[src/rtl/b2s_pkg.sv]
package b2s_pkg;
   localparam int NUM_CLASS    = 2;
   localparam int SLOTS_PER_BX = 4;
   // slot position inside a crossing: {class, second}
   typedef enum logic [1:0] {
      SL_COL_BEST = 2'd0,
      SL_COL_SEC  = 2'd1,
      SL_ACC_BEST = 2'd2,
      SL_ACC_SEC  = 2'd3
   } slot_kind_e;
endpackage

[src/rtl/b2s_cell.sv]
module b2s_cell #(
   parameter int QUAL_W = 3,
   parameter int WIRE_W = 7
) (
   input  logic              clk,
   input  logic              rst_n,
   input  logic              clr,
   input  logic              upd,
   input  logic [QUAL_W-1:0] upd_qual,
   input  logic [WIRE_W-1:0] upd_wire,
   output logic              best_vld,
   output logic [QUAL_W-1:0] best_qual,
   output logic [WIRE_W-1:0] best_wire,
   output logic              sec_vld,
   output logic [QUAL_W-1:0] sec_qual,
   output logic [WIRE_W-1:0] sec_wire
);
   // hi: top quality, high-wire tie break; lo: top quality, low-wire tie break
   // sub: strongest strictly below top quality
   logic              hi_v, lo_v, sub_v;
   logic [QUAL_W-1:0] hi_q, lo_q, sub_q;
   logic [WIRE_W-1:0] hi_w, lo_w, sub_w;

   always_ff @(posedge clk or negedge rst_n) begin
      if (!rst_n) begin
         hi_v <= 1'b0;  hi_q <= '0;  hi_w <= '0;
         lo_v <= 1'b0;  lo_q <= '0;  lo_w <= '0;
         sub_v <= 1'b0; sub_q <= '0; sub_w <= '0;
      end else if (clr) begin
         hi_v <= 1'b0;
         lo_v <= 1'b0;
         sub_v <= 1'b0;
      end else if (upd) begin
         if (!hi_v || upd_qual > hi_q || (upd_qual == hi_q && upd_wire > hi_w)) begin
            hi_v <= 1'b1; hi_q <= upd_qual; hi_w <= upd_wire;
         end
         if (!lo_v || upd_qual > lo_q || (upd_qual == lo_q && upd_wire < lo_w)) begin
            lo_v <= 1'b1; lo_q <= upd_qual; lo_w <= upd_wire;
         end
         if (hi_v && upd_qual > hi_q) begin
            sub_v <= 1'b1; sub_q <= hi_q; sub_w <= hi_w;
         end else if (hi_v && upd_qual < hi_q &&
                      (!sub_v || upd_qual > sub_q || (upd_qual == sub_q && upd_wire > sub_w))) begin
            sub_v <= 1'b1; sub_q <= upd_qual; sub_w <= upd_wire;
         end
      end
   end

   logic split;
   assign split     = hi_v && lo_v && (hi_w != lo_w);
   assign best_vld  = hi_v;
   assign best_qual = hi_q;
   assign best_wire = hi_w;
   assign sec_vld   = split ? 1'b1 : sub_v;
   assign sec_qual  = split ? lo_q : sub_q;
   assign sec_wire  = split ? lo_w : sub_w;

   // both trackers hold the same top quality, low-wire one never above
   p_pair_agree_r4: assert property (@(posedge clk) disable iff (!rst_n)
      hi_v |-> (lo_v && lo_q == hi_q && lo_w <= hi_w));
   // the fallback entry is strictly below the best
   p_second_below_r5: assert property (@(posedge clk) disable iff (!rst_n)
      sub_v |-> (hi_v && sub_q < hi_q));
   // clearing empties the trackers
   p_clear_empties_r9: assert property (@(posedge clk) disable iff (!rst_n)
      clr |=> (!hi_v && !lo_v && !sub_v));
endmodule

[src/rtl/b2s_emit.sv]
module b2s_emit #(
   parameter int NSLOT = 64,
   localparam int PW   = $clog2(NSLOT)
) (
   input  logic             clk,
   input  logic             rst_n,
   input  logic             start,
   input  logic [NSLOT-1:0] slot_vld,
   input  logic             out_ready,
   output logic             busy,
   output logic [PW-1:0]    ptr,
   output logic             out_valid,
   output logic             out_last,
   output logic             done
);
   logic later_any, cur_vld, adv;

   always_comb begin
      later_any = 1'b0;
      for (int i = 0; i < NSLOT; i++)
         if (i > int'(ptr) && slot_vld[i]) later_any = 1'b1;
   end

   assign cur_vld   = slot_vld[ptr];
   assign out_valid = busy && cur_vld;
   assign out_last  = out_valid && !later_any;
   assign done      = busy && !later_any && (!cur_vld || out_ready);
   assign adv       = busy && !done && (!cur_vld || out_ready);

   always_ff @(posedge clk or negedge rst_n) begin
      if (!rst_n) begin
         busy <= 1'b0;
         ptr  <= '0;
      end else if (start) begin
         busy <= 1'b1;
         ptr  <= '0;
      end else if (done) begin
         busy <= 1'b0;
         ptr  <= '0;
      end else if (adv) begin
         ptr <= ptr + 1'b1;
      end
   end

   // the final handshake ends the play-out
   p_idle_after_final_r9: assert property (@(posedge clk) disable iff (!rst_n)
      (out_valid && out_ready && out_last) |=> !busy);
   // nothing offered outside play-out
   p_quiet_when_idle_r7: assert property (@(posedge clk) disable iff (!rst_n)
      !busy |-> !out_valid);
endmodule

[src/rtl/best2_track_sel.sv]
module best2_track_sel #(
   parameter int NBX    = 16,
   parameter int QUAL_W = 3,
   parameter int WIRE_W = 7
) (
   input  logic                   clk,
   input  logic                   rst_n,
   input  logic                   cand_valid,
   output logic                   cand_ready,
   input  logic                   cand_last,
   input  logic                   cand_ok,
   input  logic [$clog2(NBX)-1:0] cand_bx,
   input  logic                   cand_accel,
   input  logic [QUAL_W-1:0]      cand_qual,
   input  logic [WIRE_W-1:0]      cand_wire,
   output logic                   win_valid,
   input  logic                   win_ready,
   output logic                   win_last,
   output logic [$clog2(NBX)-1:0] win_bx,
   output logic                   win_accel,
   output logic [QUAL_W-1:0]      win_qual,
   output logic [WIRE_W-1:0]      win_wire
);
   import b2s_pkg::*;

   localparam int BXW   = $clog2(NBX);
   localparam int NSLOT = NBX * SLOTS_PER_BX;
   localparam int PW    = $clog2(NSLOT);

   if (NBX < 2) begin : g_bad_nbx
      $error("best2_track_sel: NBX must be at least 2");
   end
   if (QUAL_W < 1 || WIRE_W < 1) begin : g_bad_width
      $error("best2_track_sel: field widths must be positive");
   end

   logic                          take, busy, done, start;
   logic [PW-1:0]                 ptr;
   logic [NSLOT-1:0]              slot_v;
   logic [NSLOT-1:0][QUAL_W-1:0]  slot_q;
   logic [NSLOT-1:0][WIRE_W-1:0]  slot_w;

   assign cand_ready = !busy;
   assign take       = cand_valid && cand_ready;
   assign start      = take && cand_last;

   for (genvar b = 0; b < NBX; b++) begin : g_bx
      for (genvar c = 0; c < NUM_CLASS; c++) begin : g_cls
         localparam int BI = b * SLOTS_PER_BX + c * 2;
         logic hit;
         assign hit = take && cand_ok && (int'(cand_bx) == b) && (int'(cand_accel) == c);
         b2s_cell #(.QUAL_W(QUAL_W), .WIRE_W(WIRE_W)) u_cell (
            .clk       (clk),
            .rst_n     (rst_n),
            .clr       (done),
            .upd       (hit),
            .upd_qual  (cand_qual),
            .upd_wire  (cand_wire),
            .best_vld  (slot_v[BI]),
            .best_qual (slot_q[BI]),
            .best_wire (slot_w[BI]),
            .sec_vld   (slot_v[BI+1]),
            .sec_qual  (slot_q[BI+1]),
            .sec_wire  (slot_w[BI+1])
         );
      end
   end

   b2s_emit #(.NSLOT(NSLOT)) u_emit (
      .clk       (clk),
      .rst_n     (rst_n),
      .start     (start),
      .slot_vld  (slot_v),
      .out_ready (win_ready),
      .busy      (busy),
      .ptr       (ptr),
      .out_valid (win_valid),
      .out_last  (win_last),
      .done      (done)
   );

   slot_kind_e kind;
   assign kind      = slot_kind_e'(ptr[1:0]);
   assign win_bx    = ptr[PW-1:2];
   assign win_accel = (kind == SL_ACC_BEST) || (kind == SL_ACC_SEC);
   assign win_qual  = slot_q[ptr];
   assign win_wire  = slot_w[ptr];

   // a stalled winner keeps its fields
   p_stall_hold_r8: assert property (@(posedge clk) disable iff (!rst_n)
      (win_valid && !win_ready) |=> (win_valid && $stable(win_bx) && $stable(win_accel)
                                     && $stable(win_qual) && $stable(win_wire)));
   // no candidates accepted once the event is closed
   p_closed_after_last_r8: assert property (@(posedge clk) disable iff (!rst_n)
      (cand_valid && cand_ready && cand_last) |=> !cand_ready);
endmodule

[config.mk]
export PLATFORM = sky130hd
export DESIGN_NAME = best2_track_sel
export DESIGN_NICKNAME = d
export VERILOG_FILES = /design/src/rtl/b2s_pkg.sv /design/src/rtl/b2s_cell.sv /design/src/rtl/b2s_emit.sv /design/src/rtl/best2_track_sel.sv
export SDC_FILE = /design/constraint.sdc
export NUM_CORES = 2
export LEC_CHECK = 0
export BUFFER_PORTS_ARGS = -buffer_cell sky130_fd_sc_hd__clkbuf_2
export CAP_MARGIN = 25
export CORE_MARGIN = 2
export CORE_UTILIZATION = 36
export CTS_CLUSTER_SIZE = 16
export DETAILED_ROUTE_END_ITERATION = 10
export PLACE_DENSITY = 0.49
export SYNTH_ARGS = -nofsm -noshare
export SYNTH_HDL_FRONTEND = slang
export SYNTH_SLANG_ARGS = --single-unit
[constraint.sdc]
create_clock -name clk -period 8.3 [get_ports clk]
set_clock_uncertainty 0.2 [all_clocks]
set_input_delay 2.075 -clock clk [delete_from_list [all_inputs] [get_ports clk]]
set_output_delay 2.075 -clock clk [all_outputs]
set_load 0.01 [all_outputs]
After elaboration in Yosys (flattened, before gate mapping)
Index checks and enable logic that the tools add are counted.
Cells by class
  add/subtract/negate cells: 1
  multiply operators: 0
  divide/modulo/power cells: 0
  order comparisons: 288
  eq/ne operators: 145
  shifts and indexed selects: 0
  multiplexer cells: 618
  bitwise logic cells: 2
  reductions and logical operators: 1025
Operator list (count)
  7-bit 2-to-1 mux: 97
  7-bit > comparator: 64
  1-bit 2-to-1 mux: 418
  1-bit logical AND: 376
  3-bit 2-to-1 mux: 97
  3-bit == test: 96
  3-bit > comparator: 96
  3-bit AND reduction: 96
  2-bit nonzero test: 129
  7-bit < comparator: 32
  7-bit != test: 32
  1-bit logical OR: 194
  6-bit > comparator, first input constant: 32
  2-bit AND reduction: 96
  1-bit logical NOT: 100
  3-bit nonzero test: 33
  5-bit by 6-bit > comparator with 1-bit output, first input constant: 16
  3-bit < comparator: 32
  4-bit by 6-bit > comparator with 1-bit output, first input constant: 8
  7-bit binary-select mux with 6-bit select: 1
  4-bit == test, second input constant: 8
  3-bit by 6-bit > comparator with 1-bit output, first input constant: 4
  3-bit binary-select mux with 6-bit select: 1
  6-bit 2-to-1 mux: 3
  11 further kinds: 18
Storage, ports and cells
  register bits: 1063
  latch bits: 0
  RAM bits: 0
  ROM bits: 0
  input bits: 21
  output and inout port bits: 18
  word-level logic and storage cells: 2369
  memories kept: 0

Depth between registers and ports, before layout
  word-level depth: 76
  gate-level depth with buffers: 18
  gate-level depth less buffers: 11

Modules after synthesis
From an unflattened synthesis, not the netlist that was laid out.
Unflattened totals
  cells, all modules: 7752
  area, all modules: 80020.5 um^2
By module, submodules not included
  b2s_cell: instances 32, cells an instance 221, area each 2268.4 um^2, sequential area each 825.8 um^2
  best2_track_sel: instances 1, cells an instance 421, area each 5422.7 um^2, sequential area each 0.0 um^2
  b2s_emit: instances 1, cells an instance 259, area each 2008.2 um^2, sequential area each 175.2 um^2

Worst setup path after synthesis
OpenSTA, ideal clock, no wires.
  kind: input to register
  start: input port cand_qual[0]
  end: register g_bx[15].g_cls[0].u_cell.sub_w[0]
  setup time: 125 ps
  arrival: 6194 ps
  data required time: 7975 ps
  slack: 1781 ps
  stages: 11
  buffers on the path: 2
  path through: clkbuf_1 -> inv_1 -> ha_1 -> inv_1 -> a21o_1 -> a21oi_1 -> a31oi_1 -> or3b_2 -> o2111ai_1 -> clkbuf_1 -> mux2_2
Between the ends
  word-level cells in the longest chain between the ends: 6
  elaborated cells between the ends (all ways): 13
  those cells by class: order compare (3); eq/ne (1); mux (1); reduce/logical (8)
RTL lines
  start, declared: RTL line best2_track_sel.sv:14  | input logic [QUAL_W-1:0] cand_qual,
  3-bit > comparator / 3-bit == test (equally long branches): RTL line b2s_cell.sv:43  | (!sub_v || upd_qual > sub_q || (upd_qual == sub_q && upd_wire > sub_w))) begin
  1-bit logical OR / 1-bit logical AND (equally long branches): RTL line b2s_cell.sv:43
  1-bit logical OR: RTL line b2s_cell.sv:43
  1-bit logical AND: RTL line b2s_cell.sv:42  | end else if (hi_v && upd_qual < hi_q &&
  2-bit nonzero test (no line)
  3-bit AND reduction (no line)
  end signal, assigned: RTL line b2s_cell.sv:28  | sub_v <= 1'b0; sub_q <= '0; sub_w <= '0;
  end signal, assigned: RTL line b2s_cell.sv:41  | sub_v <= 1'b1; sub_q <= hi_q; sub_w <= hi_w;
  end signal, assigned: RTL line b2s_cell.sv:44  | sub_v <= 1'b1; sub_q <= upd_qual; sub_w <= upd_wire;
  end, declared: RTL line b2s_cell.sv:22  | logic [WIRE_W-1:0] hi_w, lo_w, sub_w;
Several ways; a longest one is shown, not always the timed one.
A chain may end at the register's enable or synchronous reset.

Final worst setup path
  start: register u_emit.ptr[1]
  end: output port win_wire[1]
Between the ends
  word-level cells in the longest chain between the ends: 2
RTL lines
  start, declared: RTL line b2s_emit.sv:11  | output logic [PW-1:0] ptr,
  start signal, assigned: RTL line b2s_emit.sv:41  | ptr <= ptr + 1'b1;
  7-bit binary-select mux with 6-bit select: RTL line best2_track_sel.sv:87  | assign win_wire = slot_w[ptr];
  7-bit 2-to-1 mux (implied by the code): RTL line best2_track_sel.sv:87
  end, declared: RTL line best2_track_sel.sv:22  | output logic [WIRE_W-1:0] win_wire
No other way between the ends. The select of a mux whose other input is x is not followed.

==> run summary <==
The run finished with clean final reports. Clock-pin slew was measured on the worst setup and hold paths at 50 ps. In the global route stage, overall resource usage came out at 27.48%. The H-tree depth is 4.

CTS placed an instance of sky130_fd_sc_hd__clkbuf_16 at the clock tree root. The mean number of vias per cell is 5.754. Entering global routing, the biggest net connects 145 pins.

Counting distinct cell types in the post-synthesis netlist gives 72. The wire-length estimate of the detail-placed layout is 220.9 mm. The count of nets left with antenna violations once routing finished came out at 0. The global-route track usage on met2 is 42.41%.

IR analysis of the VDD net gives a maximum drop of 0.1828 mV. The number of nets in the layout is 9330. The number of gates given a new drive strength after cts is 0.

A synthesized cell averages 9.401 um^2. Buffers inserted during clock tree synthesis total 139. The die footprint is 222200 um^2.

The synthesized design contains 1063 register bits. The count of flip-flops with a built-in enable after synthesis is 0. Setup violations remaining at the end of the flow were counted as 0.

After clock tree synthesis, the setup repair step added 0 buffers. The worst register-to-register path begins at u_emit.ptr[0]. The final-layout worst hold slack is 303.3 ps. The arrival time of the worst setup path is 5900 ps. The async set or reset register ratio after synthesis came out at 100.0%. For this block, the initial DRC count from the detailed router was 6013. The startpoint class of the critical path is a register.

The via count of the first global-routing pass is 64910. The clock latency on the worst-skew pair came out at 830 ps. The number of hold buffers added after CTS is 0. The via count came out at 65280. The initial antenna violation count came out at 18. The setup total negative slack came out at 0 ps. The critical path required time is 6030 ps. The number of maximum-capacitance violations came out at 0. Setup repair after global routing left no endpoint under its margin. The total area inside the core boundary comes to 217200 um^2. The met3 usage in global routing came out at 4.826%. TritonCTS built the clock tree. The worst hold path terminates at g_bx[12].g_cls[1].u_cell.best_qual[1].

The number of placed instances, taps included, is 11080. The number of search-and-repair iterations in the first detailed-routing pass came out at 6. The number of cells on the worst hold path is 1. The mapped cell area came out at 78630 um^2. The slew at the pin with the worst max-slew slack came out at 1236 ps. In this run the register-to-register setup slack is 2820 ps.

Walking the worst path, the cells encountered are inv_1 > buf_4 > nand3_2 > o221ai_1 > nor4_1 > a311oi_1 > nor2_1 > a21oi_1 > clkbuf_2. The number of cells traversed by the worst register-to-register path came out at 12. The number of hold violations in the final report came to 0.

The category of the worst setup path capture point is an output port. The number of buffers between clock root and the deepest sink is 3. The initial standard-cell utilization of the core came out at 36.21%. For this run, the leading register cell type out of synthesis is sky130_fd_sc_hd__dfrtp_1.

The number of standard cells in the final layout excluding fillers is 11340. In the final routed layout, each cell accounts on average for 27.32 um. Of the available clock period, the critical path in the final layout requires 98.48%.

The die boundary width came out at 471.3 um. Synthesis handed over a netlist of 8364 instances. The top-level I/O count is 39. The total overflow left after global routing is 0. In this run the tightest slew margin relative to its limit is 17.10%.

In this run the static leakage power is 42.98 nW. The die outline height came out at 471.3 um. The fraction of met1 tracks used by global routing came out at 37.96%. The number of input and output port buffers inserted came out at 38. The final weighted congestion of routability-driven global placement is 0.9491.

The post-route netlist has 14.99% of its cells at a drive strength greater than 1. The total buffers and inverters traversed by the critical path is 3. Broken down by cell family, the worst path's largest delay share belongs to compound AO/OA/AOI/OAI gates.

The count of warnings emitted by yosys is 0. The highest clock rate came out at 122.3 MHz. The sequential share of the synthesized area came out at 33.83%. The biggest cell delay along the critical path is 870 ps. The global-route wire length before repair is 455.1 mm.

The total design power is 17.37 mW. The net count after synthesis is 9316. The worst hold path begins at g_bx[12].g_cls[1].u_cell.best_qual[1]. The layout-stage area growth over the synthesis result is 11.94%.

Along the worst path, the maximum fanout reaches 28. The number of remaining DRC errors is 0. The floorplan row count came out at 171. The worst-path cell with the longest stage delay is sky130_fd_sc_hd__a311oi_1. The layer with the highest usage after global routing is met2. The endpoint of the lowest-slack register-to-register path is u_emit.ptr[3].

The final critical-path required period came out at 8173 ps. The final-report max-slew violation count is 0. The number of sinks driven by the clock tree is 1063. In this run the worst hold path is classified as reg -> reg. The final routed wirelength across all metal layers came out at 309.9 mm. The worst setup path is of the reg -> out kind. The power per cell area came out at 197.4 nW/um^2.
-- cells in the mapped netlist, drive strengths merged (75+ instances only) --
| cell | n | area share, % |
|---|---|---|
| nand4 | 75 | 0.60 |
| xnor2 | 94 | 1.0 |
| a21o | 235 | 2.2 |
| o22ai | 83 | 0.66 |
| mux2 | 673 | 9.6 |
| nand3 | 178 | 1.1 |
| o21a | 147 | 1.4 |
| dfrtp | 1063 | 34 |
| ha | 931 | 15 |
| o21ai | 431 | 2.7 |
| nand2b | 123 | 0.99 |
| inv | 849 | 4.1 |
| nand2 | 441 | 2.1 |
| clkbuf | 339 | 1.6 |
| a21oi | 553 | 3.5 |
| nor2b | 137 | 1.1 |
| xor2 | 130 | 1.4 |
| nor2 | 628 | 3.0 |
| a211oi | 99 | 0.95 |
| o211ai | 76 | 0.73 |
| mux2i | 475 | 6.0 |
-- through the flow --
step                area, um^2  utilization (%)  setup slack (ps)
global route             88010            40.53             300.2
floorplan                78630                -              1781
global placement         83030            38.23              1261
detailed placement       83230            38.33              1250
finish                   88010            40.53             126.5
CTS                      87920            40.49             398.4
-- cell usage in the layout (no fill, tap or decap), types with 202 or more instances in the layout --
cell,instances
sky130_fd_sc_hd__a21oi_1,553
sky130_fd_sc_hd__nand2_1,438
sky130_fd_sc_hd__buf_4,202
sky130_fd_sc_hd__a21o_1,235
sky130_fd_sc_hd__nor2_1,623
sky130_fd_sc_hd__dfrtp_1,1057
sky130_fd_sc_hd__ha_1,931
sky130_fd_sc_hd__mux2_2,673
sky130_fd_sc_hd__inv_1,845
sky130_fd_sc_hd__mux2i_1,475
sky130_fd_sc_hd__o21ai_0,401
-- where the power goes --
group          switching (mW)  total [mW]  leakage (nW)  internal, mW
logic                    4.10        5.52          27.8          1.42
clock network            2.61        6.32          2.28          3.71
registers               0.264        5.54          12.9          5.27
-- kinds of logic (layout without fill, tap and decap cells) --
family	count (synthesis)	after routing	synth area share [%]
AOI/OAI and AO/OA	1935	1935	15.64
muxes	1178	1178	16.54
xor gates and xnor gates	224	224	2.495
DFF	1063	1063	33.83
adders and majority gates	932	932	14.83
and+or+nand+nor	1777	1777	10.56
buffers and inverters	1255	1377	6.101
other	0	4	0
-- per-layer routing --
layer,routed length (um),up-vias
met5,44,-
met4,13570,6
met1,140400,32810
met2,135700,2152
li1,-,29750
met3,20220,562
-- sequential cells by signal, indices dropped and copies added (netlist names) --
signal                       cells
u_emit.busy                      1
g_bx.g_cls.u_cell.sub_q         96
g_bx.g_cls.u_cell.lo_w         224
g_bx.g_cls.u_cell.best_qual     96
g_bx.g_cls.u_cell.sub_v         32
g_bx.g_cls.u_cell.sub_w        224
g_bx.g_cls.u_cell.lo_q          96
g_bx.g_cls.u_cell.best_wire    224
g_bx.g_cls.u_cell.lo_v          32
g_bx.g_cls.u_cell.best_vld      32
u_emit.ptr                       6
-- how the worst max path moves through the flow --
stage / startpoint / to / slack, ps / depth (start not counted)
4_1_cts: u_emit.ptr[1] / win_wire[1] / 400 / 9
6_report: u_emit.ptr[1] / win_wire[1] / 130 / 9
3_3_place_gp: u_emit.ptr[1] / win_wire[1] / 1260 / 9
5_1_grt: u_emit.ptr[1] / win_wire[1] / 300 / 9
2_1_floorplan: cand_qual[0] / g_bx[15].g_cls[0].u_cell.sub_w[0] / 1780 / 11
3_5_place_dp: u_emit.ptr[1] / win_wire[1] / 1250 / 9
-- final cells by class --
type | count | area [um^2]
timing repair buffer | 279 | 2452
clock buffer | 205 | 4089
fill | 21440 | 129200
sequential | 1063 | 26620
antenna | 4 | 10.01
tap | 2854 | 3571
clock inverter | 44 | 598.1
inverter | 849 | 3197
multi-input combinational | 6046 | 47480
No activity file was read; power rests on OpenSTA's default activity.
